`config.mk`:
```
export PLATFORM = sky130hd
export DESIGN_NAME = fcfs_arbiter
export DESIGN_NICKNAME = d
export VERILOG_FILES = /design/src/rtl/fcfs_arbiter.sv
export SDC_FILE = /design/constraint.sdc
export NUM_CORES = 1
export LEC_CHECK = 0
export BUFFER_PORTS_ARGS = -buffer_cell sky130_fd_sc_hd__buf_4
export CAP_MARGIN = 40
export CORE_ASPECT_RATIO = 1.2
export CORE_MARGIN = 1.5
export CORE_UTILIZATION = 39
export DETAILED_ROUTE_END_ITERATION = 8
export GPL_TIMING_DRIVEN = 1
export MAX_ROUTING_LAYER = met4
export SLEW_MARGIN = 10
export SYNTH_ARGS = -nofsm -noshare
export SYNTH_HDL_FRONTEND = slang
export SYNTH_SLANG_ARGS = --single-unit
```
`constraint.sdc`:
```
create_clock -name clk -period 8.5 [get_ports clk]
set_clock_uncertainty 0.2 [all_clocks]
set_input_delay 1.7 -clock clk [delete_from_list [all_inputs] [get_ports clk]]
set_output_delay 1.7 -clock clk [all_outputs]
set_load 0.01 [all_outputs]
```
`src/rtl/fcfs_arbiter.sv`:
```
module fcfs_arbiter #(
  parameter int N         = 8,
  parameter int PULSE_LEN = 3
) (
  input  logic         clk,
  input  logic         rst,
  input  logic [N-1:0] req,
  input  logic         done,
  output logic [N-1:0] grant,
  output logic         notify
);
  localparam int IW = (N > 1) ? $clog2(N) : 1;
  localparam int CW = $clog2(N + 1);
  localparam int PW = (PULSE_LEN > 1) ? $clog2(PULSE_LEN) : 1;

  typedef enum logic [1:0] {S_FREE, S_HELD, S_NOTE, S_WAIT} st_t;

  st_t           st, st_n;
  logic [IW-1:0] slot   [N];
  logic [IW-1:0] slot_n [N];
  logic [IW-1:0] rd_p, rd_n, wr_p, wr_n, own, own_n, head, low;
  logic [CW-1:0] cnt, cnt_n;
  logic [PW-1:0] pc, pc_n;
  logic [N-1:0]  seen, seen_n, fresh, enq, grant_n;

  function automatic logic [IW-1:0] bump(input logic [IW-1:0] p);
    return (p == IW'(N - 1)) ? '0 : p + 1'b1;
  endfunction

  assign fresh  = req & ~seen;
  assign head   = slot[rd_p];
  assign notify = (st == S_NOTE);

  always_comb begin
    low = '0;
    for (int i = N - 1; i >= 0; i--)
      if (fresh[i]) low = IW'(i);
  end

  always_comb begin
    st_n    = st;
    slot_n  = slot;
    rd_n    = rd_p;
    wr_n    = wr_p;
    cnt_n   = cnt;
    own_n   = own;
    pc_n    = pc;
    seen_n  = seen;
    grant_n = grant;
    enq     = fresh;
    case (st)
      S_FREE: begin
        if (cnt != '0) begin
          rd_n  = bump(rd_p);
          cnt_n = cnt - 1'b1;
          if (req[head]) begin
            grant_n       = '0;
            grant_n[head] = 1'b1;
            own_n         = head;
            st_n          = S_HELD;
          end else begin
            seen_n[head] = 1'b0;
          end
        end else if (fresh != '0) begin
          grant_n      = '0;
          grant_n[low] = 1'b1;
          own_n        = low;
          seen_n[low]  = 1'b1;
          enq[low]     = 1'b0;
          st_n         = S_HELD;
        end
      end
      S_HELD: begin
        if (!req[own]) begin
          grant_n     = '0;
          seen_n[own] = 1'b0;
          pc_n        = '0;
          st_n        = S_NOTE;
        end
      end
      S_NOTE: begin
        if (pc == PW'(PULSE_LEN - 1)) st_n = S_WAIT;
        else pc_n = pc + 1'b1;
      end
      default: begin
        if (done) st_n = S_FREE;
      end
    endcase
    for (int i = 0; i < N; i++) begin
      if (enq[i]) begin
        slot_n[wr_n] = IW'(i);
        wr_n         = bump(wr_n);
        cnt_n        = cnt_n + 1'b1;
        seen_n[i]    = 1'b1;
      end
    end
  end

  always_ff @(posedge clk) begin
    slot <= slot_n;
    if (rst) begin
      st    <= S_FREE;
      rd_p  <= '0;
      wr_p  <= '0;
      cnt   <= '0;
      own   <= '0;
      pc    <= '0;
      seen  <= '0;
      grant <= '0;
    end else begin
      st    <= st_n;
      rd_p  <= rd_n;
      wr_p  <= wr_n;
      cnt   <= cnt_n;
      own   <= own_n;
      pc    <= pc_n;
      seen  <= seen_n;
      grant <= grant_n;
    end
  end
endmodule

```
### Word level (Yosys, flattened, before mapping)

Cells that the tools add are included.

| cells by class | value |
|---|---|
| equality and inequality tests | 42 |
| divide/modulo/power cells | 0 |
| multipliers | 0 |
| mux-type cells | 106 |
| shift-type cells | 0 |
| reductions and logical operators | 39 |
| bitwise operators | 39 |
| add/sub/neg operators | 19 |
| order comparisons | 23 |

Operator list:

| cell | count |
|---|---|
| 24-bit two-way mux | 8 |
| 3-bit two-way mux | 38 |
| 8-bit two-way mux | 11 |
| 3-bit demux with 3-bit select | 8 |
| 4-bit inequality test (second input constant) | 16 |
| 8-bit bitwise AND | 7 |
| 8-bit NOT | 7 |
| 16-bit bitwise AND | 3 |
| 16-bit NOT | 3 |
| 16-bit OR | 3 |
| 4-bit two-way mux | 10 |
| 4-bit >= comparator (second input constant) | 9 |
| 3-bit NOT with 4-bit output | 9 |
| 4-bit AND reduction | 9 |
| 4-bit by 1-bit adder with 4-bit output (second input constant) | 8 |
| 4-bit by 1-bit < comparator with 1-bit output (second input constant) | 8 |
| 8-bit OR | 4 |
| 8-bit one-hot mux with 2 select lines | 2 |
| 3-bit inequality test (second input constant) | 10 |
| 3-bit by 1-bit adder with 3-bit output (second input constant) | 9 |
| 3-bit equality test (second input constant) | 9 |
| 24-bit bitwise AND | 1 |
| 24-bit NOT | 1 |
| 24-bit OR | 1 |
| 24 further kinds | 74 |

| word-level totals | value |
|---|---|
| memory bits (read-only) | 0 |
| memory bits (writable) | 0 |
| bits of input ports | 11 |
| register bits after elaboration | 57 |
| memories | 0 |
| word-level logic and storage cells | 291 |
| bits in latches | 0 |

### Logic depth before layout (Yosys ltp)

| logic depth | value |
|---|---|
| word-level depth | 45 |
| mapped depth | 32 |
| mapped depth without buffers | 31 |

### Worst setup path before layout

Ideal clock, no wire load.

| path | value |
|---|---|
| path type | input port to flip-flop |
| from | input req[0] |
| to | register wr_p[2] |
| path slack | 0.860 ns |
| path buffers | 2 |
| required time | 8.172 ns |
| stages | 30 |
| arrival time | 7.312 ns |
| cells stage by stage | nand2b_1 > buf_4 > nor2_1 > mux2i_1 > inv_1 > ha_1 > a221oi_2 > inv_1 > ha_1 > a21oi_1 > inv_1 > ha_1 > a32oi_1 > o21a_1 > clkbuf_1 > inv_1 > ha_1 > nor2_1 > a21oi_1 > ha_1 > nand2_1 > nand2_1 > ha_1 > nand2b_1 > o21a_1 > ha_1 > nand2_1 > xnor2_1 > xnor2_1 > nor2_1 |

| on the way | value |
|---|---|
| longest elaborated chain between the ends | 33 |
| elaborated cells between the ends (all ways) | 42 |

Ends and longest elaborated chain:

| what | line | RTL |
|---|---|---|
| start: declaration | 7 | `input logic [N-1:0] req,` |
| 8-bit bitwise AND (*) | 30 | `assign fresh = req & ~seen;` |
| 3-bit two-way mux | 37 | `if (fresh[i]) low = IW'(i);` |
| 3-bit by 4-bit < comparator with 1-bit output (not written as such) / 3-bit by 1-bit >= comparator with 1-bit output (equally long branches) | 69 | `enq[low] = 1'b0;` |
| 1-bit logical AND (not written as such) | 69 |  |
| 1-bit two-way mux (not written as such) | 69 |  |
| 1-bit demux with 3-bit select | 69 |  |
| 8-bit NOT (no source line) | - |  |
| 8-bit bitwise AND (no source line) | - |  |
| [17 not listed] | - |  |
| 3-bit two-way mux | 27 | `return (p == IW'(N - 1)) ? '0 : p + 1'b1;` |
| 3-bit two-way mux | 90 | `if (enq[i]) begin` |
| 3-bit by 1-bit adder with 3-bit output / 3-bit equality test (equally long branches) | 27 |  |
| 3-bit two-way mux | 27 |  |
| 3-bit two-way mux | 90 |  |
| 3-bit by 1-bit adder with 3-bit output / 3-bit equality test (equally long branches) | 27 |  |
| 3-bit two-way mux | 27 |  |
| 3-bit two-way mux (*) | 90 |  |
| end signal: assignment | 113 | `wr_p <= wr_n;` |
| end: declaration | 21 | `logic [IW-1:0] rd_p, rd_n, wr_p, wr_n, own, own_n, head, low;` |

Every way passes the cells marked *; elsewhere a longest branch is shown, timed or not.
A chain may end at the register's enable or synchronous reset.

### Worst setup path in the final report

Same ends and word-level chain as after synthesis.

==> summary.md <==
| Metric | Value |
|---|---|
| Status | `completed` |
| Clock sink count | `57` |
| Max layer used | `met4` |
| Placer congestion estimate | `0.984` |
| Syn Area/Cell | `7.31 sq um` |
| EDFF count, synth | `0` |
| Hold_buf cts | `0` |
| Die X | `115 um` |
| Post-route DRC | `0` |
| Most frequent cells in the layout | `115 x nor2_1, 108 x nand2_1, 59 x a21oi_1` |
| Worst stage delay on the critical path | `440 ps` |
| DR iter-0 viols | `675` |
| Fmax | `132 MHz` |
| Setup Fix Bufs, Post-CTS | `0` |
| NumNets Final | `849` |
| Clock Latency Late Sink | `350 ps` |
| RSZ-0062 raised after global routing | `no` |
| Hold/Removal Path Class | `register to register` |
| Ant. Diodes | `0` |
| Fraction of layout cells with a size suffix above 1 | `11.3%` |
| Hold Slack | `257 ps` |
| Synthesized cell area | `0.00590 sq mm` |
| Post-Synthesis Cells | `807` |
| FFs w/ async S/R, synth | `0%` |
| Vias per inst | `5.97` |
| Port Buffer Count | `19` |
| Sequential element share of the synthesized area | `19.3%` |
| Ys flop type | `dfxtp_1` |
| Slew Limit Fails | `0` |
| Worst Max-Slew Pin Slew | `830 ps` |
| Met3 routed WL | `1060 um` |
| CP Data Required Time | `8520 ps` |
| Largest net degree at the start of global routing | `35` |
| Final setup fails | `0` |
| Fin crit share | `89.1%` |
| Routed WL | `19100 um` |
| Clk buf depth | `2` |
| Met1 WL | `8040 um` |
| CTS H-Tree Depth | `3` |
| Area contributors post-synth | `dfxtp_1 19%, nor2_1 7.3%, nand2_1 6.9%, ha_1 5.5%, a21oi_1 5.0%` |
| Min Tclk post-route | `7580 ps` |
| Cell repeated most along the worst path | `ha_1` |
| Final antenna-violating net count | `0` |
| WL/cell | `18.8 um` |
| CP Capture Type | `register` |
| Total track usage | `25.7%` |
| Yosys warnings | `0` |
| Dpl cells | `1005` |
| Initial Utilization | `39.6%` |
| Global-route wire length before repair | `30400 um` |
| DIE HEIGHT | `138 um` |
| Final Hold Fails | `0` |
| Synth top area share | `19.3%` |
| Vias in the first global route | `5737` |
| Post-detail-place hpwl | `14700 um` |
| CTS tree | `yes` |
| Max Cap Viol | `0` |
| PostCTS Resize Cnt | `0` |
| Post-synthesis register bit count | `57` |
| Remaining global-route overflow | `0` |
| Full die area | `0.0159 sq mm` |
| Most common cell after layout, fill and taps aside | `nor2_1` |
| Layout Cells excl Fill | `1021` |
| Core footprint | `0.0149 sq mm` |
| Met2 wire length | `9070 um` |
| Clk root buf | `clkbuf_16` |
| WP buf/inv | `6` |
| Setup TNS | `0 ps` |
| Cts bufs inserted | `9` |
| Crit Path Max Fanout | `13` |
| Crit Path Class | `input pin to register` |
| Vias | `6093` |
| Detailed Routing Iterations Pass 1 | `5` |
| Relative slew slack | `44.3%` |
| Net Count, Synth | `844` |
| CP top delay family | `adder cells` |
| Number of cell rows | `49` |
| Worst-path clk slew | `60 ps` |
| Netlist cell types | `88` |
| # IOs | `20` |
| Area leader, netlist | `dfxtp_1` |
| Worst path slowest cell | `mux2i_1` |
| Initial antenna violation count | `0` |
| CP Data Arrival Time | `7600 ps` |
| P&R area growth vs syn | `11.3%` |
| Startpoint types | `input pin` |
-- state kept, by name (all words and copies together) (netlist names), 3 cells and up --
register  count
own           3
grant         8
wr_p          3
seen          8
slot         24
rd_p          3
cnt           4
-- synthesized netlist by cell type, drive strengths merged, types with 16 or more instances --
master  instances
clkbuf         26
xnor2          31
ha             26
nand3          26
o21ai          55
mux2i          24
dfxtp          57
nand2         108
inv            22
nor2          115
a211oi         16
a21oi          62
nor3           30
-- worst paths after layout --
| path | startpoint | end | slack (ps) | depth (start not counted) |
|---|---|---|---|---|
| worst max-delay path | req[0] | wr_p[2] | 920 | 30 |
| worst max register to register | cnt[0] | wr_p[2] | 1120 | 31 |
| worst min-delay path | pc[1] | pc[1] | 260 | 2 |
| worst min register to register | pc[1] | pc[1] | 260 | 2 |
-- cell type report --
| cell class | instances | area, sq um |
|---|---|---|
| Fill cell | 1570 | 8330 |
| Multi-Input combinational cell | 687 | 4500 |
| Sequential cell | 57 | 1140 |
| Timing Repair Buffer | 34 | 263 |
| Tap cell | 204 | 255 |
| Clock buffer | 9 | 225 |
| Clock inverter | 7 | 103 |
| Inverter | 23 | 86.3 |
-- per-layer routing --
metal	up-vias	GRT usage, %
li1	2941	-
met1	2857	30.3
met5	-	-
met2	228	41.7
met4	0	14.5
met3	67	3.65
-- through the flow --
stage	cell area, sq um	worst slack, ps	util (%)
global route	6570	329	44.1
detailed placement	6240	619	41.9
CTS	6570	961	44.1
floorplan	5900	860	-
global placement	6220	774	41.8
finish	6570	922	44.1
-- cells by family after synthesis --
logic type	after synthesis	share of synthesized area (%)
simple gates	352	28.1
compound gates	227	26.4
buf+inv	63	4.47
flops	57	19.3
xor+xnor	46	8.61
mux	34	7.25
fa+ha+maj	28	5.85
-- tightest hold or removal path, delay by kind of cell, from the launching register on --
family             cells  cell delay, ps
DFF                    1             310
and+or+nand+nor        1              50
AOI/OAI and AO/OA      1              50
Power is left out: the tool's default activity adds up to more than one toggle a clock period on the data nets, which glitch-free logic cannot reach.
